## config.mk

```make
export PLATFORM = sky130hd
export DESIGN_NAME = slave_addr_match
export DESIGN_NICKNAME = d
export VERILOG_FILES = /design/src/rtl/sam_pkg.sv /design/src/rtl/sam_cmp.sv /design/src/rtl/sam_fsm.sv /design/src/rtl/slave_addr_match.sv
export SDC_FILE = /design/constraint.sdc
export NUM_CORES = 1
export LEC_CHECK = 0
export ABC_AREA = 0
export BUFFER_PORTS_ARGS = -buffer_cell sky130_fd_sc_hd__buf_4
export CORE_MARGIN = 2
export CORE_UTILIZATION = 35
export DETAILED_ROUTE_END_ITERATION = 8
export MAX_ROUTING_LAYER = met4
export PLACE_DENSITY_LB_ADDON = 0.05
export SYNTH_ARGS = -nofsm -noshare
export SYNTH_HDL_FRONTEND = slang
export SYNTH_SLANG_ARGS = --single-unit
```

## constraint.sdc

```tcl
create_clock -name clk -period 5.25 [get_ports clk]
set_input_delay 1.05 -clock clk [delete_from_list [all_inputs] [get_ports clk]]
set_output_delay 1.05 -clock clk [all_outputs]
set_load 0.005 [all_outputs]
```

## src/rtl/sam_pkg.sv

```systemverilog
package sam_pkg;
    localparam int unsigned ADDR_W = 7;
    localparam int unsigned BYTE_W = ADDR_W + 1;

    typedef enum logic [1:0] {
        ST_IDLE      = 2'd0,
        ST_ADDRESSED = 2'd1,
        ST_REJECTED  = 2'd2
    } sam_state_e;

    typedef struct packed {
        logic own_eq;
        logic gc_eq;
        logic rw;
    } cmp_res_t;
endpackage

```

## src/rtl/sam_cmp.sv

```systemverilog
module sam_cmp
    import sam_pkg::*;
#(
    parameter int unsigned AW = ADDR_W
) (
    input  logic [AW:0]   addr_byte,
    input  logic [AW-1:0] own_addr,
    input  logic          gc_en,
    output cmp_res_t      res
);
    localparam logic [AW-1:0] GC_ADDR = '0;

    logic [AW-1:0] bit_eq;
    logic [AW-1:0] bit_zero;

    // per-bit comparators against own address and general-call address
    for (genvar i = 0; i < AW; i++) begin : g_bits
        assign bit_eq[i]   = ~(addr_byte[i+1] ^ own_addr[i]);
        assign bit_zero[i] = ~(addr_byte[i+1] ^ GC_ADDR[i]);
    end

    logic gc_eq;
    assign gc_eq = gc_en && (&bit_zero) && !addr_byte[0];

    always_comb begin
        res.gc_eq  = gc_eq;
        res.own_eq = (&bit_eq) && !gc_eq;
        res.rw     = addr_byte[0];
    end
endmodule

```

## src/rtl/sam_fsm.sv

```systemverilog
module sam_fsm
    import sam_pkg::*;
(
    input  logic     clk,
    input  logic     rst_n,
    input  logic     rx_valid,
    input  cmp_res_t cmp,
    input  logic     ack_en,
    input  logic     txn_end,
    input  logic     sleep_mode,
    input  logic     wake_other,
    output logic     own_hit,
    output logic     gc_hit,
    output logic     rw_bit,
    output logic     ack_out,
    output logic     match_pulse,
    output logic     wake_pulse
);
    sam_state_e state_q, state_d;
    logic own_q, gc_q, rw_q, pulse_q, wake_q;
    logic own_d, gc_d, rw_d, pulse_d, wake_d;
    logic abort, evaluate, hit;

    assign abort = sleep_mode && wake_other;
    assign hit   = cmp.own_eq || cmp.gc_eq;

    always_comb begin
        state_d  = state_q;
        own_d    = own_q;
        gc_d     = gc_q;
        rw_d     = rw_q;
        pulse_d  = 1'b0;
        wake_d   = 1'b0;
        evaluate = 1'b0;
        unique case (state_q)
            ST_IDLE: evaluate = rx_valid;
            ST_ADDRESSED,
            ST_REJECTED: begin
                if (txn_end) begin
                    // HOLD_TO_IDLE, or RESTART_EVAL when a byte comes with it
                    state_d  = ST_IDLE;
                    own_d    = 1'b0;
                    gc_d     = 1'b0;
                    rw_d     = 1'b0;
                    evaluate = rx_valid;
                end
            end
            default: state_d = ST_IDLE;
        endcase
        if (evaluate) begin
            if (hit) begin
                state_d = ST_ADDRESSED;
                own_d   = cmp.own_eq;
                gc_d    = cmp.gc_eq;
                rw_d    = cmp.rw;
                pulse_d = 1'b1;
                wake_d  = sleep_mode;
            end else begin
                state_d = ST_REJECTED;
            end
        end
        if (abort) begin
            // ABORT_TO_IDLE overrides everything
            state_d = ST_IDLE;
            own_d   = 1'b0;
            gc_d    = 1'b0;
            rw_d    = 1'b0;
            pulse_d = 1'b0;
            wake_d  = 1'b0;
        end
    end

    always_ff @(posedge clk or negedge rst_n) begin
        if (!rst_n) begin
            state_q <= ST_IDLE;
            own_q   <= 1'b0;
            gc_q    <= 1'b0;
            rw_q    <= 1'b0;
            pulse_q <= 1'b0;
            wake_q  <= 1'b0;
        end else begin
            state_q <= state_d;
            own_q   <= own_d;
            gc_q    <= gc_d;
            rw_q    <= rw_d;
            pulse_q <= pulse_d;
            wake_q  <= wake_d;
        end
    end

    always_comb begin
        own_hit     = own_q;
        gc_hit      = gc_q;
        rw_bit      = rw_q;
        match_pulse = pulse_q;
        wake_pulse  = wake_q;
        ack_out     = (state_q == ST_ADDRESSED) && ack_en;
    end
endmodule

```

## src/rtl/slave_addr_match.sv

```systemverilog
module slave_addr_match
    import sam_pkg::*;
#(
    parameter int unsigned AW = ADDR_W
) (
    input  logic          clk,
    input  logic          rst_n,
    input  logic [AW:0]   rx_byte,
    input  logic          rx_valid,
    input  logic [AW-1:0] own_addr,
    input  logic          gc_en,
    input  logic          ack_en,
    input  logic          txn_end,
    input  logic          sleep_mode,
    input  logic          wake_other,
    output logic          own_hit,
    output logic          gc_hit,
    output logic          rw_bit,
    output logic          ack_out,
    output logic          match_pulse,
    output logic          wake_pulse
);
    cmp_res_t cmp;

    sam_cmp #(.AW(AW)) u_cmp (
        .addr_byte (rx_byte),
        .own_addr  (own_addr),
        .gc_en     (gc_en),
        .res       (cmp)
    );

    sam_fsm u_fsm (
        .clk         (clk),
        .rst_n       (rst_n),
        .rx_valid    (rx_valid),
        .cmp         (cmp),
        .ack_en      (ack_en),
        .txn_end     (txn_end),
        .sleep_mode  (sleep_mode),
        .wake_other  (wake_other),
        .own_hit     (own_hit),
        .gc_hit      (gc_hit),
        .rw_bit      (rw_bit),
        .ack_out     (ack_out),
        .match_pulse (match_pulse),
        .wake_pulse  (wake_pulse)
    );
endmodule

```

[Word-level counts from Yosys, hierarchy flattened]
Index checks and enable logic that the tools add are counted.
Storage, ports and cells
  output and inout bits: 6
  input port bits: 23
  word-level logic and storage cells: 72
  bits in registers: 7
Cells by class
  multiplexer cells: 28
  bitwise gates (word level): 21
  reductions and logical operators: 13
  eq/ne operators: 4
Operators by type and width (count)
  $mux 1: 22
  $not 1->1: 14
  $reduce_and 7->1: 2
  $mux 2: 4
  $xor 1x1->1: 7
  $logic_and 1x1->1: 5
  $ne 4x2->1 const B: 1
  $pmux 2 s2: 1
  $ne 3x1->1 const B: 1
  $eq 2x1->1 const B: 1
  $eq 2x2->1 const B: 1
  $logic_not 1->1: 2
  $logic_not 2->1: 1
  $pmux 1 s2: 1
  $reduce_and 2->1: 1
  $reduce_or 2->1: 1
  $logic_or 1x1->1: 1

[Depth between registers and ports, before layout]
  word-level depth: 10
  depth in mapped cells: 7
  depth with buffers taken out: 7

[Cells and area by module]
Synthesis repeated with hierarchy kept, for this count alone.
Second synthesis, totals
  cell total of the unflattened synthesis: 57
  area, all modules: 530.5 um2
Modules (own cells, without submodules)
  sam_fsm: cells each 42, area each 409.1 um2, instances 1, sequential area each 175.2 um2
  sam_cmp: cells each 15, area each 121.4 um2, instances 1, sequential area each 0.0 um2

[Worst setup path after synthesis]
Ideal clock, no wire load.
  path type: input to output
  start: in ack_en
  end: out ack_out
  arrival time: 1.193 ns
  slack: 3.007 ns
  stages on the path: 1
  required time: 4.200 ns
  buffers on the path: 0
  path through: and2_1
On the way
  cells in the longest elaborated chain, start to end: 1
Ends and longest elaborated chain
  from (decl): RTL line slave_addr_match.sv:12  | input logic ack_en,
  $logic_and 1x1->1: RTL line sam_fsm.sv:97  | ack_out = (state_q == ST_ADDRESSED) && ack_en;
  to (decl): RTL line slave_addr_match.sv:19  | output logic ack_out,
No other way between the ends.

[Worst setup path after layout]
Same ends and word-level chain as after synthesis.

==> impl_results.md <==
* Pwr Density at about 200 mW/mm^2
* # diodes at 0
* Instance count of the mapped netlist at 52
* WS Path Type: in2out
* Largest delay share family, worst path: buffers and inverters
* TritonCTS clock tree: yes
* Clock insertion delay at the later pin of the skew report at approximately 0.25 ns
* First-pass GRT wire length at ~1.8 mm
* Sink count of the clock tree at 7
* Nature of the critical path endpoint: output pin
* Die area at 0.00170 sq mm
* Routed length per placed instance at around 11 um
* Number of global-route vias before repair at about 440
* Port-buffer cells at 28
* Total via count after detailed routing at between 400 and 500
* Tot Pwr at 151 uW
* Post-synth design cell area at ~490 sq um
* Maximum capacitance violations at 0
* Setup crit start kind: input pin
* Chip width at between 40 and 50 um
* Pre-CTS setup slack at roughly 2.8 ns
* Initial cell density of the core at between 30% and 40%
* Fraction of the yosys area taken by sequential cells at 36.0%
* Antenna violations before repair at 0
* Number of buffers added by the clock tree synthesis step at 3
* Timing-limited maximum frequency at between 400 and 500 MHz
* Number of nets produced by synthesis at between 70 and 80
* Total global routing overflow at 0
* Number of setup violations in the final report at 0
* Final core utilization at between 50% and 60%
* Async SR Flop Fraction at between 90% and 100%
* Final weighted congestion in routability-driven placement at just over 0.7
* Routed via count divided by cell count at about 4.7
* Layout Skew at ~0.00034 ns
* Tmin final at roughly 2.5 ns
* Count of routing violations after the opening detailed-route iteration at 11
* Post-synthesis register bit count at 7
* Hold Violations, Final at 0
* Row count at 13
* Count of H-tree levels built during CTS at 1
* Overall Global Routing Usage at between 10% and 20%
* Setup repair after global routing missed its margin: no
* Number of max-slew violations in the final report at 0
* Total Routed Length at roughly 1.1 mm
* Share of cells above drive strength 1 at between 40% and 50%
* Largest voltage drop on the vdd net at roughly 140 uV
* Cell seen most often among critical-path stages: sky130_fd_sc_hd__buf_4
* Worst path buffer plus inverter count at 2
* Synth-to-Final Area Change at 52.4%
* Hold_buf cts at 0
* CTS Root Cell: sky130_fd_sc_hd__clkbuf_4
* Area inside the core boundary at 0.00130 sq mm
* Nets@finish at between 100 and 150
* Drc violations at 0
* Predominant post-synthesis flop cell: sky130_fd_sc_hd__dfrtp_1
* Arrival time of data at the critical path endpoint at 1.42 ns
* Count of nets left with antenna violations after detail routing at 0
* Share of the clock period used by the worst path after layout at 47.0%
* Total setup buffers inserted after CTS at 0
* Library cells used by synthesis at 23
* Slowest-stage cell, CP: sky130_fd_sc_hd__and2_1
* Outcome: completed
* Clock-pin slew on the worst setup and hold paths at around 0.05 ns
* Synthesis Warnings at 0
* Ports at 29
* Data required, critical path at around 4.2 ns
* Summed negative setup slack over all endpoints at 0 ns
* Post-synth EDFFs at 0
* Maximum number of pins on one net before global-route repair at 8
* Maximum fanout along the worst path at 1
* Average cell area after synthesis at between 9 and 10 sq um
* Worst max-slew margin expressed relative to the limit at approximately four fifths
* Initial DRT Pass Iterations at 4
* Static leakage at about 0.00037 uW
* Class of the most critical hold timing path: reg2reg
* Post-CTS resize count at 0
* Delay of the slowest critical-path stage at ~0.14 ns
* Vertical die dimension at 41.3 um
* CP cell instances: buf_4 > and2_1 > buf_4
* Maximum count of clock buffers along a single path at 2
* Final setup slack of the worst path at between 2 and 3 ns
* Fill cells at around 130
* Slew of the pin with the lowest slew margin at around 0.27 ns
cell usage in the layout (no fill, tap or decap), drive strengths merged:
cell type / count
a211oi: 1
o21ai: 3
ha: 3
nand3: 2
or3b: 1
nand2: 8
nor3b: 3
nor2: 4
a41o: 1
buf: 28
nor3: 1
nor2b: 1
and2: 2
nor4: 1
xnor2: 7
dfrtp: 7
clkbuf: 4
inv: 3
nand4: 1
a21oi: 2
a31oi: 1
registers in the layout (all words and copies together) (netlist names):
| signal | count |
|---|---|
| u_fsm.gc_hit | 1 |
| u_fsm.match_pulse | 1 |
| u_fsm.own_hit | 1 |
| u_fsm.rw_bit | 1 |
| u_fsm.state_q | 2 |
| u_fsm.wake_pulse | 1 |
worst paths after layout:
path | startpoint | end | slack, ns | cells after the start
min in group asynchronous | rst_n | u_fsm.wake_pulse | 0.60 | 1
hold reg to reg | u_fsm.rw_bit | u_fsm.rw_bit | 0.53 | 1
setup reg to reg | u_fsm.state_q[0] | u_fsm.gc_hit | 3.36 | 7
max in group asynchronous | rst_n | u_fsm.rw_bit | 4.53 | 1
setup / recovery | ack_en | ack_out | 2.78 | 3
hold / removal | u_fsm.rw_bit | u_fsm.rw_bit | 0.53 | 1
layout make-up:
class                           count  area (sq um)  area share (%)
Timing Repair Buffer               28           210            28.3
Sequential cell                     7           175            23.6
Clock buffer                        4          26.3            3.54
Inverter                            3          11.3            1.52
Tap cell                           15          18.8            2.53
Multi-Input combinational cell     42           300            40.5
synth_stat cells (2+ instances only):
cell type,count,area [sq um]
sky130_fd_sc_hd__and2_1,2,12.5
sky130_fd_sc_hd__dfrtp_1,7,175
sky130_fd_sc_hd__ha_1,3,37.5
sky130_fd_sc_hd__inv_1,3,11.3
sky130_fd_sc_hd__nand2_1,8,30.0
sky130_fd_sc_hd__nor2_1,4,15.0
sky130_fd_sc_hd__nor3b_1,2,15.0
sky130_fd_sc_hd__o21ai_1,2,10.0
sky130_fd_sc_hd__xnor2_1,7,61.3
kinds of logic after synthesis:
| logic type | Yosys count | share of synthesized area, % |
|---|---|---|
| xor+xnor | 7 | 12.6 |
| fa+ha+maj | 3 | 7.71 |
| buf+inv | 3 | 2.31 |
| compound gates | 8 | 11.8 |
| simple gates | 24 | 29.6 |
| flops | 7 | 36.0 |
per-stage QoR:
stage / instances / instance area, sq um / hold WS [ns]
CTS: 99 / 742 / 0.535
finish: 99 / 742 / 0.527
detailed placement: 95 / 716 / 0.516
global route: 99 / 742 / 0.553
global placement: 95 / 716 / 0.511
floorplan: 52 / 487 / 0.475
power by group:
part / switching, uW / internal (uW)
Clock: 19.5 / 29.0
Combinational: 20.4 / 24.2
Sequential: 1.99 / 56.3
metal layers:
metal  up-vias  GRT usage [%]  routed length [um]
met5         -              -                   0
met4         0           4.84                   0
met3         0           9.57                  63
met2        12           30.1                 599
met1       214           16.8                 449
li1        242              -                   -
Power figures use the tool's default switching activity.
